$ cat src/rtl/pp_seq_pkg.sv
package pp_seq_pkg;

    typedef enum logic [1:0] {
        F_IDLE = 2'd0,
        F_REQ  = 2'd1,
        F_XFER = 2'd2,
        F_HOLD = 2'd3
    } fetch_st_e;

    typedef enum logic [1:0] {
        C_IDLE = 2'd0,
        C_WAIT = 2'd1,
        C_MOVE = 2'd2,
        C_RUN  = 2'd3
    } copy_st_e;

endpackage

$ cat src/rtl/pp_fetch_ctl.sv
module pp_fetch_ctl
    import pp_seq_pkg::*;
#(
    parameter  int BURST    = 32,
    parameter  int NUM_ITER = 128,
    localparam int WAW      = (BURST > 1) ? $clog2(BURST) : 1,
    localparam int BW       = (NUM_ITER > 1) ? $clog2(NUM_ITER) : 1
) (
    input  logic           clk,
    input  logic           rst,
    input  logic           job_start_i,
    input  logic [1:0]     buf_full_i,
    input  logic           dma_gnt_i,
    input  logic           dma_vld_i,
    output logic           dma_req_o,
    output logic           dma_buf_o,
    output logic [WAW-1:0] stg_waddr_o,
    output logic           fill_done_o,
    output logic           fill_buf_o
);

    typedef struct packed {
        fetch_st_e      st;
        logic [BW-1:0]  blk;
        logic           sel;
        logic [WAW-1:0] cnt;
    } fetch_t;

    fetch_t q, d;
    logic   fill;

    always_comb begin
        d    = q;
        fill = 1'b0;
        if (job_start_i) begin
            d.st  = F_REQ;
            d.blk = '0;
            d.sel = 1'b0;
            d.cnt = '0;
        end else begin
            case (q.st)
                F_REQ: begin
                    if (dma_gnt_i) begin
                        d.st  = F_XFER;
                        d.cnt = '0;
                    end
                end
                F_XFER: begin
                    if (dma_vld_i) begin
                        if (q.cnt == WAW'(BURST - 1)) begin
                            fill  = 1'b1;
                            d.sel = ~q.sel;
                            d.cnt = '0;
                            d.blk = q.blk + 1'b1;
                            d.st  = (q.blk == BW'(NUM_ITER - 1)) ? F_IDLE : F_HOLD;
                        end else begin
                            d.cnt = q.cnt + 1'b1;
                        end
                    end
                end
                F_HOLD: begin
                    if (!buf_full_i[q.sel]) begin
                        d.st = F_REQ;
                    end
                end
                default: begin
                    d.st = F_IDLE;
                end
            endcase
        end
    end

    always_ff @(posedge clk) begin
        if (rst) begin
            q.st  <= F_IDLE;
            q.blk <= '0;
            q.sel <= 1'b0;
            q.cnt <= '0;
        end else begin
            q <= d;
        end
    end

    assign dma_req_o   = (q.st == F_REQ);
    assign dma_buf_o   = q.sel;
    assign stg_waddr_o = q.cnt;
    assign fill_done_o = fill;
    assign fill_buf_o  = q.sel;

    AST_GNT_LEAVES_REQ: assert property (@(posedge clk) disable iff (rst)
        (dma_req_o && dma_gnt_i && !job_start_i) |=> !dma_req_o);

endmodule

$ cat src/rtl/pp_copy_ctl.sv
module pp_copy_ctl
    import pp_seq_pkg::*;
#(
    parameter  int BURST    = 32,
    parameter  int NUM_ITER = 128,
    localparam int WAW      = (BURST > 1) ? $clog2(BURST) : 1,
    localparam int ITW      = $clog2(NUM_ITER + 1)
) (
    input  logic           clk,
    input  logic           rst,
    input  logic           job_start_i,
    input  logic [1:0]     buf_full_i,
    input  logic           eng_done_i,
    output logic           cp_en_o,
    output logic           cp_buf_o,
    output logic [WAW-1:0] cp_addr_o,
    output logic           drain_done_o,
    output logic           drain_buf_o,
    output logic           eng_start_o,
    output logic [ITW-1:0] iter_o,
    output logic           job_end_o
);

    typedef struct packed {
        copy_st_e       st;
        logic           sel;
        logic [WAW-1:0] addr;
        logic           start;
        logic [ITW-1:0] iter;
    } copy_t;

    copy_t q, d;
    logic  drain;
    logic  fin;

    always_comb begin
        d       = q;
        d.start = 1'b0;
        drain   = 1'b0;
        fin     = 1'b0;
        if (job_start_i) begin
            d.st   = C_WAIT;
            d.sel  = 1'b0;
            d.addr = '0;
            d.iter = '0;
        end else begin
            case (q.st)
                C_WAIT: begin
                    if (buf_full_i[q.sel]) begin
                        d.st   = C_MOVE;
                        d.addr = '0;
                    end
                end
                C_MOVE: begin
                    if (q.addr == WAW'(BURST - 1)) begin
                        drain   = 1'b1;
                        d.sel   = ~q.sel;
                        d.addr  = '0;
                        d.start = 1'b1;
                        d.st    = C_RUN;
                    end else begin
                        d.addr = q.addr + 1'b1;
                    end
                end
                C_RUN: begin
                    if (eng_done_i && !q.start) begin
                        d.iter = q.iter + 1'b1;
                        if (q.iter == ITW'(NUM_ITER - 1)) begin
                            fin  = 1'b1;
                            d.st = C_IDLE;
                        end else begin
                            d.st = C_WAIT;
                        end
                    end
                end
                default: begin
                    d.st = C_IDLE;
                end
            endcase
        end
    end

    always_ff @(posedge clk) begin
        if (rst) begin
            q.st    <= C_IDLE;
            q.sel   <= 1'b0;
            q.addr  <= '0;
            q.start <= 1'b0;
            q.iter  <= '0;
        end else begin
            q <= d;
        end
    end

    assign cp_en_o      = (q.st == C_MOVE);
    assign cp_buf_o     = q.sel;
    assign cp_addr_o    = q.addr;
    assign drain_done_o = drain;
    assign drain_buf_o  = q.sel;
    assign eng_start_o  = q.start;
    assign iter_o       = q.iter;
    assign job_end_o    = fin;

    AST_START_AFTER_COPY: assert property (@(posedge clk) disable iff (rst)
        eng_start_o |-> $past(cp_en_o));

    AST_START_ONE_CYCLE: assert property (@(posedge clk) disable iff (rst)
        eng_start_o |=> !eng_start_o);

endmodule

$ cat src/rtl/pp_iter_seq.sv
module pp_iter_seq
    import pp_seq_pkg::*;
#(
    parameter  int WORDS_PER_PROJ = 4,
    parameter  int PROJ_PER_ITER  = 8,
    parameter  int NUM_ITER       = 128,
    localparam int BURST          = WORDS_PER_PROJ * PROJ_PER_ITER,
    localparam int WAW            = (BURST > 1) ? $clog2(BURST) : 1,
    localparam int LENW           = $clog2(BURST + 1),
    localparam int ITW            = $clog2(NUM_ITER + 1)
) (
    input  logic            clk,
    input  logic            rst,
    input  logic            go_i,
    output logic            done_o,
    output logic            dma_req_o,
    output logic            dma_buf_o,
    output logic [LENW-1:0] dma_len_o,
    input  logic            dma_gnt_i,
    input  logic            dma_vld_i,
    output logic [WAW-1:0]  stg_waddr_o,
    output logic            cp_en_o,
    output logic            cp_buf_o,
    output logic [WAW-1:0]  cp_addr_o,
    output logic            eng_start_o,
    input  logic            eng_done_i,
    output logic [ITW-1:0]  iter_o
);

    typedef struct packed {
        logic       run;
        logic       done;
        logic [1:0] full;
    } job_t;

    job_t q, d;
    logic job_start;
    logic fill_done, fill_buf;
    logic drain_done, drain_buf;
    logic job_end;

    assign job_start = go_i && !q.run;

    pp_fetch_ctl #(
        .BURST    (BURST),
        .NUM_ITER (NUM_ITER)
    ) u_fetch (
        .clk         (clk),
        .rst         (rst),
        .job_start_i (job_start),
        .buf_full_i  (q.full),
        .dma_gnt_i   (dma_gnt_i),
        .dma_vld_i   (dma_vld_i),
        .dma_req_o   (dma_req_o),
        .dma_buf_o   (dma_buf_o),
        .stg_waddr_o (stg_waddr_o),
        .fill_done_o (fill_done),
        .fill_buf_o  (fill_buf)
    );

    pp_copy_ctl #(
        .BURST    (BURST),
        .NUM_ITER (NUM_ITER)
    ) u_copy (
        .clk          (clk),
        .rst          (rst),
        .job_start_i  (job_start),
        .buf_full_i   (q.full),
        .eng_done_i   (eng_done_i),
        .cp_en_o      (cp_en_o),
        .cp_buf_o     (cp_buf_o),
        .cp_addr_o    (cp_addr_o),
        .drain_done_o (drain_done),
        .drain_buf_o  (drain_buf),
        .eng_start_o  (eng_start_o),
        .iter_o       (iter_o),
        .job_end_o    (job_end)
    );

    always_comb begin
        d = q;
        if (job_start) begin
            d.run  = 1'b1;
            d.done = 1'b0;
            d.full = 2'b00;
        end else begin
            if (fill_done) begin
                d.full[fill_buf] = 1'b1;
            end
            if (drain_done) begin
                d.full[drain_buf] = 1'b0;
            end
            if (job_end) begin
                d.run  = 1'b0;
                d.done = 1'b1;
            end
        end
    end

    always_ff @(posedge clk) begin
        if (rst) begin
            q.run  <= 1'b0;
            q.done <= 1'b0;
            q.full <= 2'b00;
        end else begin
            q <= d;
        end
    end

    assign done_o    = q.done;
    assign dma_len_o = LENW'(BURST);

    // Engine activity as seen at the ports, kept only for the checks below.
    logic eng_busy_q;
    always_ff @(posedge clk) begin
        if (rst) begin
            eng_busy_q <= 1'b0;
        end else if (eng_start_o) begin
            eng_busy_q <= 1'b1;
        end else if (eng_done_i) begin
            eng_busy_q <= 1'b0;
        end
    end

    AST_REQ_FREE_BUF: assert property (@(posedge clk) disable iff (rst)
        dma_req_o |-> !q.full[dma_buf_o]);

    AST_COPY_FROM_FULL: assert property (@(posedge clk) disable iff (rst)
        cp_en_o |-> q.full[cp_buf_o]);

    AST_COPY_ENG_IDLE: assert property (@(posedge clk) disable iff (rst)
        cp_en_o |-> !eng_busy_q);

    AST_SPLIT_BUFFERS: assert property (@(posedge clk) disable iff (rst)
        (fill_done && drain_done) |-> (fill_buf != drain_buf));

    AST_ITER_LIMIT: assert property (@(posedge clk) disable iff (rst)
        iter_o <= ITW'(NUM_ITER));

    AST_DONE_HELD: assert property (@(posedge clk) disable iff (rst)
        (done_o && !go_i) |=> done_o);

    AST_GO_IGNORED: assert property (@(posedge clk) disable iff (rst)
        (go_i && q.run) |=> (iter_o >= $past(iter_o)));

endmodule

$ cat config.mk
export PLATFORM = sky130hd
export DESIGN_NAME = pp_iter_seq
export DESIGN_NICKNAME = d
export VERILOG_FILES = /design/src/rtl/pp_seq_pkg.sv /design/src/rtl/pp_fetch_ctl.sv /design/src/rtl/pp_copy_ctl.sv /design/src/rtl/pp_iter_seq.sv
export SDC_FILE = /design/constraint.sdc
export NUM_CORES = 1
export LEC_CHECK = 0
export ABC_CLOCK_PERIOD_IN_PS = 2500
export BUFFER_PORTS_ARGS = -buffer_cell sky130_fd_sc_hd__buf_2
export CAP_MARGIN = 0
export CORE_ASPECT_RATIO = 1.2
export CORE_MARGIN = 2
export CORE_UTILIZATION = 55
export DETAILED_ROUTE_END_ITERATION = 7
export PLACE_DENSITY = 0.77
export SYNTH_ARGS = -nofsm -noshare
export SYNTH_HDL_FRONTEND = slang
export SYNTH_HIERARCHICAL = 1
export SYNTH_SLANG_ARGS = --single-unit
export TNS_END_PERCENT = 50
$ cat constraint.sdc
create_clock -name clk -period 2.5 [get_ports clk]
set_input_delay 0.375 -clock clk [delete_from_list [all_inputs] [get_ports clk]]
set_output_delay 0.375 -clock clk [all_outputs]
set_load 0.05 [all_outputs]
==> flow_metrics.tcl <==
set metrics [dict create \
    peakVddDrop_v 0.000276 \
    hold_viol_final 0 \
    wl_um 3580 \
    start_kind "flip-flop" \
    setup_viol 0 \
    htreeDepth 2 \
    fin_crit_ns 2.18 \
    cts_buffers 5 \
    grt_pass1_wl_um 6250 \
    reg2reg_setup_slack_ns 0.32 \
    cap_violations 0 \
    final_util_pct 58.6 \
    first_iter_violations 64 \
    first_pass_iters 4 \
    synth_common_cells "dfxtp_1, buf_4, a21oi_1, nand2_1, nand3_1" \
    dp_cells 265 \
    timing.rr.end "u_fetch/q[12]" \
    path_max_fanout 12 \
    fin_crit_sh_pct 87.3 \
    end_kind "flip-flop" \
    drtAntennaViolNets 0 \
    synth_cell_type_count 52 \
    syn-mean-instance-area_um2 8.86 \
    syn2layout_area_growth_pct 3.21 \
    fmax_mhz 458 \
    die_x_um 59.5 \
    tns_ns 0 \
    rr_startpoint "u_fetch/stg_waddr_o[0]" \
    io_buffers 29 \
    crit_path_frequent_cell "ha_1" \
    vias 1578 \
    ys_ff_latch 36 \
    antenna_cells 0 \
    power_density_mw_per_mm2 554 \
    grt_overflow 0 \
    synth.largest_area_cell "dfxtp_1" \
    regArea_um2 721 \
    cts_tree "built" \
    crit_arrival_ns 2.39 \
    grt_pass1_vias 1451 \
    cts_resized 0 \
    required_ns 2.71 \
    clock-sinks 36 \
    fill_cells 326 \
    core_area_mm2 0.00357 \
    worstHoldStart "rst" \
    rsz0062_at_grt "false" \
    start_util_pct 56.8 \
    path_depth 6 \
    cts-root-buf "clkbuf_8" \
    fin_cells 273 \
    yosysSeqAreaShare_pct 35.5 \
    p_leak_nw 0.833 \
    yosysMostFrequentCell "dfxtp_1" \
    ys.flop_type "dfxtp_1" \
    synthCells 229 \
    cpPeakStageDelay_ns 0.61 \
    multi_input_area_mm2 0.00104 \
    yosysTopAreaCellShare_pct 35.5 \
    dpl_cell_area_mm2 0.00198 \
    grt_max_degree 15 \
    hp-class "primary input to flip-flop" \
    synth_area_mm2 0.00203 \
    status "completed" \
    clk_latency_ns 0.28 \
    final_area_mm2 0.00209 \
    synthArstFlopShare_pct 0 \
    ios 36 \
    drv_slew 0 \
    layout.nets 245 \
    worstPathCellList "ha_1 > and3_1 > ha_1 > nand4b_1 > or4_1 > a21oi_1" \
    grt_antenna_before_repair 0 \
    synth_area_leaders "dfxtp_1, buf_4, a21oi_1" \
    fp.dieH_um 70.5 \
    dp_hpwl_um 2510 \
    finalClockSkew_ns 0.00784 \
    rows 24 \
    grt_usage_pct 19.0 \
    postCtsSetupBuffers 0 \
    p_total_mw 1.16 \
    ys_warn_count 6 \
    hold_depth 2 \
    path_clk_slew_ns 0.07 \
    crit_family "simple AND/OR/NAND/NOR gates" \
    whs_ns 0.409 \
    max-clock-path-buffers 2 \
    gp_congestion 0.776 \
    layout_setup_ws_ns 0.319 \
    drc_errors 0 \
    routedWlPerCell_um 13.1 \
    postCtsHoldBufs 0 \
    hold_end "q[1]" \
    via_per_inst 5.78 \
    synth_edf_count 0 \
    dp_slack_ns 0.361 \
    drive_gt1_share_pct 20.9 \
    cpMaxStageDelayCell "or4_1" \
    crit_type "flip-flop to flip-flop" \
    path_buf_inv 0 \
    reg2reg_depth 6 \
    die_area_mm2 0.00419 \
]
[sequential cells by signal, summed over array words and instances, names as in the netlist]
signal,count
u_copy/eng_start_o,1
u_copy/cp_buf_o,1
u_copy/iter_o,8
q,3
u_copy/cp_addr_o,5
u_fetch/q,9
u_fetch/dma_buf_o,1
done_o,1
u_copy/q,2
u_fetch/stg_waddr_o,5
[logic make-up (layout without fill, tap and decap cells)]
group | after synthesis | count (layout) | share of synthesized area, %
AOI/OAI and AO/OA | 57 | 57 | 20.0
xor gates and xnor gates | 4 | 4 | 1.73
adders and majority gates | 6 | 6 | 3.70
buffers and inverters | 44 | 45 | 14.1
DFF | 36 | 36 | 35.5
muxes | 2 | 2 | 1.05
other | 2 | 6 | 0.370
and+or+nand+nor | 78 | 78 | 23.6
[cell usage in the layout (no fill, tap or decap), types with 3 or more instances in the layout]
cell type	n
a21oi_1	21
or3_1	5
dfxtp_1	36
conb_1	6
or4_1	5
a311oi_1	3
nand3_1	12
nor2b_1	5
ha_1	6
nand3b_1	4
and3_1	3
xnor2_1	3
clkbuf_8	5
o31ai_1	5
nand2b_1	5
a211oi_1	4
o21ai_0	8
nand2_1	12
inv_1	8
nor2_1	10
buf_2	29
[power by group]
| part | total, mW | internal (mW) | switching, mW |
|---|---|---|---|
| logic | 0.0685 | 0.0177 | 0.0508 |
| clock network | 0.507 | 0.295 | 0.211 |
| registers | 0.585 | 0.577 | 0.00839 |
[worst max-delay path by stage]
stage / from / to
after floorplan: u_fetch/q[13] / u_fetch/q[14]
after global placement: u_fetch/stg_waddr_o[0] / u_fetch/q[11]
after detailed placement: u_fetch/stg_waddr_o[0] / u_fetch/q[11]
after CTS: u_fetch/stg_waddr_o[0] / u_fetch/q[12]
after global routing: u_fetch/stg_waddr_o[0] / q[0]
final: u_fetch/stg_waddr_o[0] / u_fetch/q[12]
[area by class of cell]
| class | instances | area share, % |
|---|---|---|
| clock buffers | 5 | 3.29 |
| clock inverters | 3 | 2.03 |
| inverters | 8 | 1.43 |
| multi-input cells | 153 | 49.6 |
| flip-flops and latches | 36 | 34.4 |
| well taps | 39 | 2.33 |
| repair buffers | 29 | 6.93 |
[layer usage]
layer  global-route usage (%)  wire length [µm]  vias to the layer above
met2                     31.3              1810                       25
met5                        0                 0                        -
met3                     4.39               118                        4
li1                         -                 -                      812
met1                     22.7              1610                      737
met4                     9.34                44                        0
Note: power is estimated with default switching activity, not from simulation.
